File: src/rtl/blend_pkg.sv
package blend_pkg;
  parameter int unsigned CH_W      = 8;
  parameter int unsigned NUM_CH    = 3;
  parameter int unsigned PIX_W     = (NUM_CH + 1) * CH_W;
  parameter int unsigned NUM_W     = 2 * CH_W + 2;
  parameter int unsigned ALPHA_MAX = (1 << CH_W) - 1;

  typedef logic [1:0] mode_t;
  localparam mode_t MODE_BLEND = 2'b10;

  typedef logic [CH_W-1:0]              chan_t;
  typedef logic [NUM_CH-1:0][CH_W-1:0]  rgb_t;
  typedef logic [NUM_W-1:0]             num_t;

  typedef struct packed {
    mode_t              mode;
    logic [PIX_W-1:0]   fg;
    rgb_t               c_fg;
    rgb_t               c_bg;
    chan_t              a_fg;
    chan_t              a_bg;
    chan_t              a_mult;
    chan_t              a_out;
  } alpha_stage_t;

  typedef struct packed {
    mode_t                       mode;
    logic [PIX_W-1:0]            fg;
    logic [NUM_CH-1:0][NUM_W-1:0] num;
    chan_t                       a_out;
  } num_stage_t;
endpackage

File: src/rtl/blend_alpha_stage.sv
module blend_alpha_stage
  import blend_pkg::*;
(
  input  logic             clk_i,
  input  logic             rst_ni,
  input  logic             en_i,
  input  logic             valid_i,
  input  mode_t            mode_i,
  input  logic [PIX_W-1:0] fg_i,
  input  logic [PIX_W-1:0] bg_i,
  output logic             valid_o,
  output alpha_stage_t     data_o
);
  localparam int unsigned PW = 2 * CH_W;

  chan_t          a_fg, a_bg, a_mult;
  logic [PW-1:0]  prod;
  logic [CH_W:0]  sum;
  alpha_stage_t   nxt;

  assign a_fg   = fg_i[PIX_W-1 -: CH_W];
  assign a_bg   = bg_i[PIX_W-1 -: CH_W];
  assign prod   = {{CH_W{1'b0}}, a_fg} * {{CH_W{1'b0}}, a_bg};
  assign a_mult = CH_W'(prod / PW'(ALPHA_MAX));
  assign sum    = {1'b0, a_fg} + {1'b0, a_bg} - {1'b0, a_mult};

  always_comb begin
    nxt.mode   = mode_i;
    nxt.fg     = fg_i;
    nxt.c_fg   = fg_i[NUM_CH*CH_W-1:0];
    nxt.c_bg   = bg_i[NUM_CH*CH_W-1:0];
    nxt.a_fg   = a_fg;
    nxt.a_bg   = a_bg;
    nxt.a_mult = a_mult;
    nxt.a_out  = CH_W'(sum);
  end

  always_ff @(posedge clk_i or negedge rst_ni) begin
    if (!rst_ni) begin
      valid_o <= 1'b0;
      data_o  <= '0;
    end else if (en_i) begin
      valid_o <= valid_i;
      data_o  <= nxt;
    end
  end

  // output alpha must fit one channel
  assert_alpha_range_R3: assert property (@(posedge clk_i) disable iff (!rst_ni)
    valid_i |-> (sum <= (CH_W+1)'(ALPHA_MAX)));
endmodule

File: src/rtl/blend_num_stage.sv
module blend_num_stage
  import blend_pkg::*;
(
  input  logic         clk_i,
  input  logic         rst_ni,
  input  logic         en_i,
  input  logic         valid_i,
  input  alpha_stage_t data_i,
  output logic         valid_o,
  output num_stage_t   data_o
);
  num_stage_t nxt;
  chan_t      bg_weight;

  // c_bg*a_bg - c_bg*am folded into one product
  assign bg_weight = data_i.a_bg - data_i.a_mult;

  always_comb begin
    nxt.mode  = data_i.mode;
    nxt.fg    = data_i.fg;
    nxt.a_out = data_i.a_out;
  end

  for (genvar ch = 0; ch < NUM_CH; ch++) begin : g_ch
    always_comb begin
      nxt.num[ch] = NUM_W'(data_i.c_fg[ch]) * NUM_W'(data_i.a_fg)
                  + NUM_W'(data_i.c_bg[ch]) * NUM_W'(bg_weight);
    end
  end

  always_ff @(posedge clk_i or negedge rst_ni) begin
    if (!rst_ni) begin
      valid_o <= 1'b0;
      data_o  <= '0;
    end else if (en_i) begin
      valid_o <= valid_i;
      data_o  <= nxt;
    end
  end

  assert_mult_le_bg_R2: assert property (@(posedge clk_i) disable iff (!rst_ni)
    valid_i |-> (data_i.a_mult <= data_i.a_bg));
endmodule

File: src/rtl/blend_div_stage.sv
module blend_div_stage
  import blend_pkg::*;
(
  input  logic             clk_i,
  input  logic             rst_ni,
  input  logic             en_i,
  input  logic             valid_i,
  input  num_stage_t       data_i,
  output logic             valid_o,
  output mode_t            mode_o,
  output logic [PIX_W-1:0] pix_o
);
  rgb_t                         rgb;
  logic [NUM_CH-1:0][NUM_W-1:0] quo;
  logic [PIX_W-1:0]             nxt_pix;

  for (genvar ch = 0; ch < NUM_CH; ch++) begin : g_ch
    always_comb begin
      quo[ch] = '0;
      if (data_i.a_out != '0) quo[ch] = data_i.num[ch] / NUM_W'(data_i.a_out);
      rgb[ch] = CH_W'(quo[ch]);
    end

    assert_no_overflow_R5: assert property (@(posedge clk_i) disable iff (!rst_ni)
      valid_i |-> (quo[ch] <= NUM_W'(ALPHA_MAX)));
  end

  assign nxt_pix = (data_i.mode == MODE_BLEND) ? {data_i.a_out, rgb} : data_i.fg;

  always_ff @(posedge clk_i or negedge rst_ni) begin
    if (!rst_ni) begin
      valid_o <= 1'b0;
      mode_o  <= '0;
      pix_o   <= '0;
    end else if (en_i) begin
      valid_o <= valid_i;
      mode_o  <= data_i.mode;
      pix_o   <= nxt_pix;
    end
  end

  assert_zero_alpha_black_R6: assert property (@(posedge clk_i) disable iff (!rst_ni)
    (valid_o && mode_o == MODE_BLEND && pix_o[PIX_W-1 -: CH_W] == '0)
      |-> (pix_o[NUM_CH*CH_W-1:0] == '0));
endmodule

File: src/rtl/alpha_over_blender.sv
module alpha_over_blender
  import blend_pkg::*;
(
  input  logic        clk_i,
  input  logic        rst_ni,
  input  logic        in_valid_i,
  output logic        in_ready_o,
  input  logic [1:0]  mode_i,
  input  logic [31:0] fg_pix_i,
  input  logic [31:0] bg_pix_i,
  output logic        out_valid_o,
  input  logic        out_ready_i,
  output logic [31:0] out_pix_o
);
  logic         adv;
  logic         v1, v2;
  alpha_stage_t s1;
  num_stage_t   s2;
  mode_t        out_mode;

  // whole pipe advances when the tail is empty or drained
  assign adv        = !out_valid_o || out_ready_i;
  assign in_ready_o = adv;

  blend_alpha_stage u_alpha (
    .clk_i   (clk_i),
    .rst_ni  (rst_ni),
    .en_i    (adv),
    .valid_i (in_valid_i),
    .mode_i  (mode_i),
    .fg_i    (fg_pix_i),
    .bg_i    (bg_pix_i),
    .valid_o (v1),
    .data_o  (s1)
  );

  blend_num_stage u_num (
    .clk_i   (clk_i),
    .rst_ni  (rst_ni),
    .en_i    (adv),
    .valid_i (v1),
    .data_i  (s1),
    .valid_o (v2),
    .data_o  (s2)
  );

  blend_div_stage u_div (
    .clk_i   (clk_i),
    .rst_ni  (rst_ni),
    .en_i    (adv),
    .valid_i (v2),
    .data_i  (s2),
    .valid_o (out_valid_o),
    .mode_o  (out_mode),
    .pix_o   (out_pix_o)
  );

  assert_stall_hold_R9: assert property (@(posedge clk_i) disable iff (!rst_ni)
    (out_valid_o && !out_ready_i) |=> (out_valid_o && $stable(out_pix_o) && $stable(out_mode)));
endmodule

File: config.mk
export PLATFORM = sky130hd
export DESIGN_NAME = alpha_over_blender
export DESIGN_NICKNAME = d
export VERILOG_FILES = /design/src/rtl/blend_pkg.sv /design/src/rtl/blend_alpha_stage.sv /design/src/rtl/blend_num_stage.sv /design/src/rtl/blend_div_stage.sv /design/src/rtl/alpha_over_blender.sv
export SDC_FILE = /design/constraint.sdc
export NUM_CORES = 2
export LEC_CHECK = 0
export BUFFER_PORTS_ARGS = -buffer_cell sky130_fd_sc_hd__buf_2
export CAP_MARGIN = 10
export CORE_ASPECT_RATIO = 0.6
export CORE_MARGIN = 2
export CORE_UTILIZATION = 46
export CTS_CLUSTER_SIZE = 20
export DETAILED_ROUTE_END_ITERATION = 10
export PLACE_DENSITY = 0.59
export RECOVER_POWER = 25
export SLEW_MARGIN = 25
export SYNTH_ARGS = -nofsm -noshare
export SYNTH_HDL_FRONTEND = slang
export SYNTH_HIERARCHICAL = 1
export SYNTH_SLANG_ARGS = --single-unit
export TNS_END_PERCENT = 30
File: constraint.sdc
create_clock -name clk_i -period 49.9 [get_ports clk_i]
set_clock_uncertainty 0.05 [all_clocks]
set_input_delay 0 -clock clk_i [delete_from_list [all_inputs] [get_ports clk_i]]
set_output_delay 0 -clock clk_i [all_outputs]
set_load 0.03 [all_outputs]
==> summary.md <==
| Metric | Value |
|---|---|
| GRT overflow | `0` |
| IO buf count | `103` |
| Violated checks | `capacitance limit, slew limit` |
| DP Area | `49000 sq um` |
| Count of final hold-check violations | `0` |
| Slew of the pin with the lowest slew margin | `4.15 ns` |
| Final period util | `83.3%` |
| Via count | `41470` |
| Relative slew slack | `-177%` |
| Die Ht | `253 um` |
| Setup Crit Path Kind | `register to register` |
| Final Wtd Congestion | `0.932` |
| Synth Area per Inst | `8.34 sq um` |
| Clk slew on worst S/H paths | `0.07 ns` |
| TNS Setup | `0 ns` |
| CTS tree | `yes` |
| DRC marker count from the first detailed-route iteration | `3227` |
| First-pass GRT wire length | `222000 um` |
| Nets | `6706` |
| Status | `complete, but fails checks` |
| Max Root-Sink Buffers | `3` |
| Synthesized cell area | `47400 sq um` |
| Slowest Stage Delay on Critical Path | `0.90 ns` |
| Setup crit start kind | `register` |
| Initial Util | `46.3%` |
| Hold crit path type | `input port to register` |
| Layout cells sized above 1 | `11.3%` |
| Clock latency on the worst-skew pair | `0.62 ns` |
| CP max stage cell | `or4_1` |
| Worst EP required | `50.33 ns` |
| Root buffer cell | `clkbuf_16` |
| Final HPWL from detailed placement | `108000 um` |
| H-tree depth | `1` |
| Die area | `106000 sq um` |
| CTS Buf Count | `28` |
| RSZ-0062 raised after global routing | `no` |
| Max Freq | `24.1 MHz` |
| Commonest non-fill, non-tap cells in the layout | `603 x ha_1, 571 x inv_1, 506 x nand2_1, 347 x nor2_1, 335 x fa_1` |
| Arrival time at the worst endpoint | `42.00 ns` |
| Final setup violation count | `0` |
| Rows | `91` |
| Cells after Synth | `5689` |
| Commonest non-fill, non-tap cell in the layout | `ha_1` |
| Max-Cap Viols | `2` |
| Area growth syn-to-layout | `6.80%` |
| Tmin final | `41.57 ns` |
| 1st-pass router iterations | `6` |
| Worst-path fanout max | `19` |
| GRT Overall Usage | `25.9%` |
| Number of global-route vias before repair | `39878` |
| Post_cts resized | `0` |
| I/O pin total | `104` |
| Synth Warn # | `6` |
| Core area | `102000 sq um` |
| Crit-path most repeated cell | `o21a_1` |
| Residual antenna-violating net count after detailed routing | `0` |
| Drt drc | `0` |
| Vias/cell | `5.87` |
| Largest net degree at the start of global routing | `148` |
| Fin. max-slew vios | `99` |
| Final wirelength | `138000 um` |
| Clock Sinks | `210` |
| Die W | `419 um` |
| Cell area after layout | `50700 sq um` |
| CP endpoint kind | `register` |
| DR WL/cell | `19.5 um` |
| Initial antenna violation count | `4` |
sequential cells by signal (all words and copies together), names as in the netlist:
signal,flops
u_num/data_o,93
u_alpha/data_o,82
u_div/pix_o,32
u_alpha/valid_o,1
u_div/valid_o,1
u_num/valid_o,1
worst paths after layout:
| path | from | to | slack (ns) | cells after the start |
|---|---|---|---|---|
| max reg2reg | u_num/data_o[7]$_DFFE_PN0P_ | u_div/pix_o[16]$_DFFE_PN0P_ | 8.33 | 156 |
| max in group asynchronous | rst_ni | u_div/pix_o[15]$_DFFE_PN0P_ | 44.48 | 4 |
| min reg2reg | u_div/pix_o[20]$_DFFE_PN0P_ | u_div/pix_o[20]$_DFFE_PN0P_ | 0.44 | 1 |
| max | u_num/data_o[7]$_DFFE_PN0P_ | u_div/pix_o[16]$_DFFE_PN0P_ | 8.33 | 156 |
| min | bg_pix_i[10] | u_alpha/data_o[42]$_DFFE_PN0P_ | 0.09 | 3 |
| min in group asynchronous | rst_ni | u_div/pix_o[1]$_DFFE_PN0P_ | 1.86 | 3 |
layout make-up:
cell class,count,area [sq um]
fill,9762,51800
multi-input combinational,4657,39000
sequential,210,5260
inverter,581,2180
tap,1348,1690
timing repair buffer,220,1570
clock buffer,33,771
clock inverter,19,235
antenna,2,5.00
per-layer routing:
layer	part of all wire [%]	up-vias	GRT usage [%]	wire length, um
met5	0	-	0	0
met4	2.2	0	5.00	2990
met3	7.2	135	4.11	9870
met2	39	1250	37.5	54500
met1	51	19861	40.1	70600
li1	-	20224	-	-
repair_timing:
item / 4_1_cts / 5_1_grt
hold endpoints to repair: 173 / 0
hold buffers: 72 / 0
buffers inserted: 0 / 0
per-stage QoR:
step           utilization, %  std cells  hold WS [ns]  setup WS (ns)
2_1_floorplan               -       5691        -0.346          14.79
3_3_place_gp             47.8       6944        0.0515           9.70
3_5_place_dp             47.8       6944        0.0530           9.51
4_1_cts                  49.5       7068        0.0422           9.30
5_1_grt                  49.4       7068        0.0896           5.32
6_report                 49.4       7070        0.0899           8.33
worst max-delay path: cells and delay by family (launching register included):
family,cells,cell delay [ns]
AOI/OAI and AO/OA,96,23.72
adders and majority gates,16,5.16
buffers and inverters,6,0.78
DFF,1,0.62
muxes,1,0.28
and+or+nand+nor,37,10.72
Power is left out: the tool's default activity adds up to more than one toggle a clock period on the data nets, which glitch-free logic cannot reach.
